**src/rtl/chq_pkg.sv**
```systemverilog
package chq_pkg;
    localparam int CHQ_CH_W   = 6;
    localparam int CHQ_ADJ_W  = 6;
    localparam int CHQ_ACC_W  = 16;
    localparam int CHQ_DEPTH  = 16;
    localparam int CHQ_THRESH = 8;
endpackage

```
**src/rtl/chq_fifo.sv**
```systemverilog
module chq_fifo #(
    parameter int W      = chq_pkg::CHQ_CH_W,
    parameter int DEPTH  = chq_pkg::CHQ_DEPTH,
    parameter int THRESH = chq_pkg::CHQ_THRESH
) (
    input  logic         clk,
    input  logic         rst_n,
    input  logic         push,
    input  logic [W-1:0] push_data,
    input  logic         pop,
    output logic         head_valid,
    output logic [W-1:0] head_data,
    output logic         below_limit
);
    localparam int PW = $clog2(DEPTH);
    localparam int CW = $clog2(DEPTH + 1);

    typedef struct packed {
        logic [DEPTH-1:0][W-1:0] mem;
        logic [PW-1:0]           wr;
        logic [PW-1:0]           rd;
        logic [CW-1:0]           cnt;
    } fifo_st_t;

    fifo_st_t st_d, st_q;
    logic     do_push, do_pop;

    always_comb begin
        st_d    = st_q;
        do_pop  = pop && (st_q.cnt != '0);
        do_push = push && (st_q.cnt != CW'(DEPTH));
        if (do_push) begin
            st_d.mem[st_q.wr] = push_data;
            st_d.wr = (st_q.wr == PW'(DEPTH - 1)) ? '0 : st_q.wr + 1'b1;
        end
        if (do_pop) begin
            st_d.rd = (st_q.rd == PW'(DEPTH - 1)) ? '0 : st_q.rd + 1'b1;
        end
        case ({do_push, do_pop})
            2'b10:   st_d.cnt = st_q.cnt + 1'b1;
            2'b01:   st_d.cnt = st_q.cnt - 1'b1;
            default: st_d.cnt = st_q.cnt;
        endcase
    end

    always_ff @(posedge clk) begin
        if (!rst_n) st_q <= '0;
        else        st_q <= st_d;
    end

    assign head_valid  = (st_q.cnt != '0);
    assign head_data   = st_q.mem[st_q.rd];
    assign below_limit = (st_q.cnt <= CW'(THRESH));
endmodule

```
**src/rtl/chq_acc_bank.sv**
```systemverilog
module chq_acc_bank #(
    parameter int CH_W  = chq_pkg::CHQ_CH_W,
    parameter int ADJ_W = chq_pkg::CHQ_ADJ_W,
    parameter int ACC_W = chq_pkg::CHQ_ACC_W
) (
    input  logic             clk,
    input  logic             rst_n,
    input  logic             upd_en,
    input  logic [CH_W-1:0]  upd_ch,
    input  logic [ADJ_W-1:0] upd_amt,
    input  logic [CH_W-1:0]  rd_idx,
    output logic [ACC_W-1:0] rd_data
);
    localparam int NCH = 1 << CH_W;

    typedef struct packed {
        logic [NCH-1:0][ACC_W-1:0] acc;
        logic [ACC_W-1:0]          rd;
    } acc_st_t;

    acc_st_t          st_d, st_q;
    logic [NCH-1:0]   hit;
    logic [ACC_W:0]   sum [NCH];

    for (genvar c = 0; c < NCH; c++) begin : g_ch
        assign hit[c] = upd_en && (upd_amt != '0) && (upd_ch == CH_W'(c));
        assign sum[c] = {1'b0, st_q.acc[c]} + (ACC_W + 1)'(upd_amt);
    end

    always_comb begin
        st_d    = st_q;
        st_d.rd = st_q.acc[rd_idx];
        for (int c = 0; c < NCH; c++) begin
            if (hit[c]) st_d.acc[c] = sum[c][ACC_W] ? '1 : sum[c][ACC_W-1:0];
        end
    end

    always_ff @(posedge clk) begin
        if (!rst_n) st_q <= '0;
        else        st_q <= st_d;
    end

    assign rd_data = st_q.rd;
endmodule

```
**src/rtl/chq_top.sv**
```systemverilog
module chq_top #(
    parameter int CH_W   = chq_pkg::CHQ_CH_W,
    parameter int ADJ_W  = chq_pkg::CHQ_ADJ_W,
    parameter int ACC_W  = chq_pkg::CHQ_ACC_W,
    parameter int DEPTH  = chq_pkg::CHQ_DEPTH,
    parameter int THRESH = chq_pkg::CHQ_THRESH
) (
    input  logic             clk,
    input  logic             rst_n,
    input  logic             req_valid,
    output logic             req_ready,
    input  logic [CH_W-1:0]  req_chan,
    input  logic [ADJ_W-1:0] req_adj,
    output logic             deq_valid,
    output logic [CH_W-1:0]  deq_chan,
    input  logic             deq_pop,
    input  logic [CH_W-1:0]  acc_idx,
    output logic [ACC_W-1:0] acc_data
);
    logic take;

    assign take = req_valid && req_ready;

    chq_fifo #(.W(CH_W), .DEPTH(DEPTH), .THRESH(THRESH)) u_fifo (
        .clk        (clk),
        .rst_n      (rst_n),
        .push       (take),
        .push_data  (req_chan),
        .pop        (deq_pop),
        .head_valid (deq_valid),
        .head_data  (deq_chan),
        .below_limit(req_ready)
    );

    chq_acc_bank #(.CH_W(CH_W), .ADJ_W(ADJ_W), .ACC_W(ACC_W)) u_acc (
        .clk    (clk),
        .rst_n  (rst_n),
        .upd_en (take),
        .upd_ch (req_chan),
        .upd_amt(req_adj),
        .rd_idx (acc_idx),
        .rd_data(acc_data)
    );
endmodule

```
**config.mk**
```make
export PLATFORM = sky130hd
export DESIGN_NAME = chq_top
export DESIGN_NICKNAME = d
export VERILOG_FILES = /design/src/rtl/chq_pkg.sv /design/src/rtl/chq_fifo.sv /design/src/rtl/chq_acc_bank.sv /design/src/rtl/chq_top.sv
export SDC_FILE = /design/constraint.sdc
export NUM_CORES = 2
export LEC_CHECK = 0
export ABC_AREA = 0
export BUFFER_PORTS_ARGS = -buffer_cell sky130_fd_sc_hd__buf_4
export CAP_MARGIN = 40
export CORE_MARGIN = 8
export CORE_UTILIZATION = 40
export DETAILED_ROUTE_END_ITERATION = 16
export RECOVER_POWER = 50
export SYNTH_ARGS = -nofsm -noshare
export SYNTH_HDL_FRONTEND = slang
export SYNTH_SLANG_ARGS = --single-unit
```
**constraint.sdc**
```tcl
create_clock -name clk -period 5.4 [get_ports clk]
set_input_delay 0.54 -clock clk [delete_from_list [all_inputs] [get_ports clk]]
set_output_delay 0.54 -clock clk [all_outputs]
set_load 0.005 [all_outputs]
```
After elaboration in Yosys (flattened, before gate mapping)
Index checks and enable logic that the tools add are counted.

$add $sub $neg: 68. Equality and inequality tests: 68. Magnitude comparators: 5. Bitwise operators: 0. Reduce and logical (&&, ||, !) cells: 73. Div/mod/pow operators: 0. Shifts and indexed selects: 0. $mul: 0. Muxes and demuxes: 74.

Operator list (number): 16-bit by 6-bit adder with 17-bit output (64); 16-bit two-way mux (65); 6-bit == test, second input constant (32); 16-bit binary-select mux with 6-bit select (1); 96-bit bitwise mux (1); 6-bit by 5-bit == test with 1-bit output, second input constant (16); 1-bit logical AND (69); 6-bit by 4-bit == test with 1-bit output, second input constant (8); 6-bit binary-select mux with 4-bit select (1); 6-bit demux with 4-bit select (1); 6-bit by 3-bit == test with 1-bit output, second input constant (4); 6-bit by 2-bit == test with 1-bit output, second input constant (2); 6-bit two-way mux (2); 4-bit by 5-bit < comparator with 1-bit output, second input constant (2); 5-bit case mux with 2 select lines (1); 4-bit by 1-bit adder with 4-bit output, second input constant (2); 4-bit == test, second input constant (2); 4-bit two-way mux (2); 6-bit by 7-bit < comparator with 1-bit output, second input constant (1); 6-bit by 1-bit == test with 1-bit output, second input constant (1); 6-bit zero test (1); 6-bit nonzero test (1); 5-bit by 1-bit adder with 5-bit output, second input constant (1); 5-bit by 4-bit less-or-equal comparator with 1-bit output, second input constant (1); other kinds (7) (7).

Output and inout port bits: 24. Logic and storage cells: 372. Memories kept: 0. Latch bits: 0. ROM bits: 0. Bits in registers: 1149. Bits in writable memories: 0.

Logic depth before layout (Yosys ltp)
Depth after elaboration: 5. Depth in mapped cells: 18. Depth with buffers taken out: 12.

By module
A second synthesis with hierarchy kept.

Cell total of the unflattened synthesis: 7952. Area, all modules: 73266.5 um^2.

Modules (own cells, without submodules): chq_acc_bank (area an instance 67822.5 um^2, times used 1, sequential area each 20820.0 um^2, cells each 7459); chq_fifo (area an instance 5437.7 um^2, times used 1, sequential area each 2182.1 um^2, cells each 492); chq_top (area an instance 6.3 um^2, times used 1, sequential area each 0.0 um^2, cells each 1).

Worst setup path before layout
OpenSTA, ideal clock, no wires.

Path kind: flip-flop to flip-flop. From: reg u_fifo.st_q[2] (netlist name). To: reg u_fifo.st_q[4] (netlist name). Required time: 5.272 ns. Slack: 2.173 ns. Arrival time: 3.100 ns. Stages on the path, launching flop included: 19. Cells stage by stage: dfxtp_1 clkbuf_1 nor4_4 o21a_2 inv_2 buf_6 buf_4 buf_4 buf_2 ha_1 clkbuf_1 xor2_1 ha_1 a211o_1 nand2_1 nand3b_1 a31oi_1 xnor2_1 nor2_1.

Cells in the longest elaborated chain, start to end: 5.

Ends and longest elaborated chain: start: declaration (RTL line chq_fifo.sv:25) `fifo_st_t st_d, st_q;`; start signal: assignment (RTL line chq_fifo.sv:48) `else st_q <= st_d;`; 5-bit by 4-bit less-or-equal comparator with 1-bit output (RTL line chq_fifo.sv:53) `assign below_limit = (st_q.cnt <= CW'(THRESH));`; 1-bit logical AND (RTL line chq_top.sv:22) `assign take = req_valid && req_ready;`; 1-bit logical AND (RTL line chq_fifo.sv:31) `do_push = push && (st_q.cnt != CW'(DEPTH));`; 2-bit by 1-bit == test with 1-bit output / 2-bit == test (equally long branches) (RTL line chq_fifo.sv:39) `case ({do_push, do_pop})`; 5-bit case mux with 2 select lines / 2-bit nonzero test (equally long branches).

Parallel ways exist; a longest one is shown, timed or not. A chain may end at the register's enable or synchronous reset.

Worst setup path after layout
From: reg u_fifo.st_q[1] (netlist name). To: reg u_acc.st_q[493] (netlist name).

Cells in the longest elaborated chain, start to end: 4.

Ends and longest elaborated chain: 5-bit by 4-bit less-or-equal comparator with 1-bit output (RTL line chq_fifo.sv:53); 1-bit logical AND (RTL line chq_top.sv:22); 1-bit logical AND (2 in series) (RTL line chq_acc_bank.sv:26) `assign hit[c] = upd_en && (upd_amt != '0) && (upd_ch == CH_W'(c));`; end signal: assignment (RTL line chq_acc_bank.sv:40) `else st_q <= st_d;`; end: declaration (RTL line chq_acc_bank.sv:21) `acc_st_t st_d, st_q;`.

No other way between the ends.

==> flow_summary.json <==
{
  "ir_drop_uv": 373,
  "grt_pass1_wl_mm": 375,
  "ctsHtreeMaxLevel": 4,
  "routed_wl_mm": 249,
  "endpoint_kind": "register",
  "dieWidth_um": 440,
  "required_ns": 6.08,
  "drt_iter0_markers": 6702,
  "tightest_slew_ns": 1.33,
  "synthFlopType": "dfxtp_1",
  "cts_made_buffers": 141,
  "initial_core_util": 0.403,
  "p_total_uw": 20700,
  "clockBufferDepth": 3,
  "area_delta_synth_final_pct": 9.82,
  "synth_edf_count": 0,
  "post_cts_buffers": 0,
  "p_leak_uw": 0.0301,
  "arrival_ns": 4.94,
  "crit_path_max_fanout": 40,
  "use_met3": 0.0436,
  "vias": 64200,
  "antenna_found_initial": 13,
  "antenna_left": 0,
  "cp_cell_sequence": "nor4_1, o21a_1, buf_12, nand3_1, nor3_1, nand3_1, a21oi_1",
  "rows": 155,
  "cts_hold_buffers": 0,
  "wl_per_cell_um": 24.6,
  "max_cap_viol_count": 0,
  "final.fill_count": 17100,
  "core-area_um2": 179000,
  "grt_max_degree": 183,
  "cts_tree": "built",
  "yosys.area.top_type": "dfxtp_1",
  "viasPerCell": 6.36,
  "path_clk_slew_ns": 0.06,
  "cp_common_cell": "nand3_1",
  "finalCritPeriodShare": 0.788,
  "setup_ws_ns": 1.15,
  "final_hold_viol_count": 0,
  "yosysSeqAreaShare": 0.320,
  "ios": 46,
  "final_common_cell": "dfxtp_1",
  "grtUsageTotal": 0.247,
  "rsz0062_at_grt": "false",
  "power_frac_comb": 0.105,
  "grt-busiest-layer": "met2",
  "crit_type": "register to register",
  "setup_viol": 0,
  "clk_latency_ns": 0.80,
  "root_buffer": "clkbuf_16",
  "port_buffers": 45,
  "clkSinkCount": 1149,
  "cp_slowest_cell": "nand3_1",
  "design_area_um2": 79000,
  "grt_pass1_vias": 59800,
  "synth-seq-cells": 1149,
  "synth_cell_types": 96,
  "power_frac_clock": 0.475,
  "avgSynthCellArea_um2": 9.33,
  "die_h_um": 440,
  "finish.net_count": 8102,
  "gp_congestion": 0.950,
  "drive_gt1_frac": 0.121,
  "power_frac_seq": 0.420,
  "outcome": "completed",
  "grt_overflow_total": 0,
  "path_buf_inv": 1,
  "syn_nets": 8192,
  "fmax_mhz": 235,
  "drc": 0,
  "syn-cell-area_um2": 72000,
  "die-area_um2": 194000,
  "synth_warnings": 0,
  "hp-class": "input port to register",
  "tns_ns": 0,
  "first_pass_iters": 6,
  "syn-instance-count": 7713,
  "fin_crit_ns": 4.25,
  "final_cells": 10100,
  "final_cell_mix": "dfxtp_1, o21ai_0, a21oi_1",
  "synth_top_area_frac": 0.320,
  "max_slew_margin": 0.113,
  "finClkSkew_ns": 0.0521,
  "start_kind": "register",
  "synth-async-reset-ratio": 0,
  "place_ws_ns": 1.31,
  "met2_usage": 0.385,
  "p_sw_uw": 5620,
  "worst_path_dominant_cell_family": "simple AND/OR/NAND/NOR gates",
  "placed_cells": 9835,
  "post_cts_resized": 0,
  "internal-power_uw": 15100,
  "sw_frac_of_total": 0.272,
  "placed_area_um2": 74700,
  "cpPeakStageDelay_ns": 0.85,
  "dp.final_hpwl_mm": 181,
  "slew_violations": 0,
  "use_met1": 0.327,
  "netlist_top_cells_area": "dfxtp_1, mux4_2, ha_1, o21ai_0, a21oi_1",
  "p_per_area_nw_per_um2": 262
}
-- final cells by class --
class	instances	area (µm²)	area share
Multi-Input combinational cell	5962	46200	0.584
Clock inverter	52	638	0.00807
Timing Repair Buffer	178	1440	0.0182
Sequential cell	1149	23000	0.291
Antenna cell	6	15.0	0.000190
Clock buffer	202	4100	0.0519
Tap cell	2355	2950	0.0373
Inverter	191	729	0.00923
-- state kept, by name (all words and copies together) (netlist names) --
signal         cells
u_acc.rd_data     16
u_fifo.st_q      109
u_acc.st_q      1024
-- cells in the mapped netlist, types with 100 or more instances --
cell      number
xnor2_1      218
mux2i_1      162
o221a_2      199
nand2_1      394
dfxtp_1     1149
and3_1       221
clkbuf_1     240
ha_1         393
mux4_2       286
xor2_1       287
nor3_1       202
a21oi_1      533
nor2_1       399
buf_2        100
inv_1        190
a31oi_1      165
o21bai_1     116
o21ai_0      580
a21o_1       138
nand3_1      337
nand4_1      242
-- worst paths after layout --
check / start / to / slack (ns) / depth (start not counted)
hold reg to reg: u_fifo.st_q[54] / u_fifo.st_q[54] / 0.49 / 2
setup / recovery: u_fifo.st_q[1] / u_acc.st_q[493] / 1.15 / 7
hold / removal: rst_n / u_acc.st_q[639] / 0.15 / 2
setup reg to reg: u_fifo.st_q[1] / u_acc.st_q[493] / 1.15 / 7
-- metrics by stage --
| step | hold WS (ns) | utilization |
|---|---|---|
| after global routing | 0.137 | 0.442 |
| after detailed placement | 0.479 | 0.418 |
| after CTS | 0.115 | 0.445 |
| final | 0.149 | 0.443 |
| after global placement | 0.470 | 0.417 |
| after floorplan | 0.450 | - |
-- power groups by stage --
stage          registers [µW]  clock network [µW]  logic, µW
3_3_place_gp             8900                   0       2110
5_1_grt                  8700               10300       2330
3_5_place_dp             8880                   0       2210
4_1_cts                  8690                9970       2220
6_report                 8690                9820       2180
2_1_floorplan            8790                   0       1510
-- cell families (layout without fill, tap and decap cells) --
group,count (synthesis),count (layout),synth area share
mux,456,456,0.113
xor+xnor,505,505,0.0615
fa+ha+maj,457,457,0.0861
flops,1149,1149,0.320
simple gates,2287,2287,0.174
buf+inv,602,623,0.0351
other cells,0,6,0
compound gates,2257,2257,0.210
-- layer usage --
metal,routed length [µm],vias to the layer above
met4,15300,6
met2,109000,2539
met3,19400,517
met1,104000,31500
li1,-,29600
met5,44,-
Power figures use the tool's default switching activity.
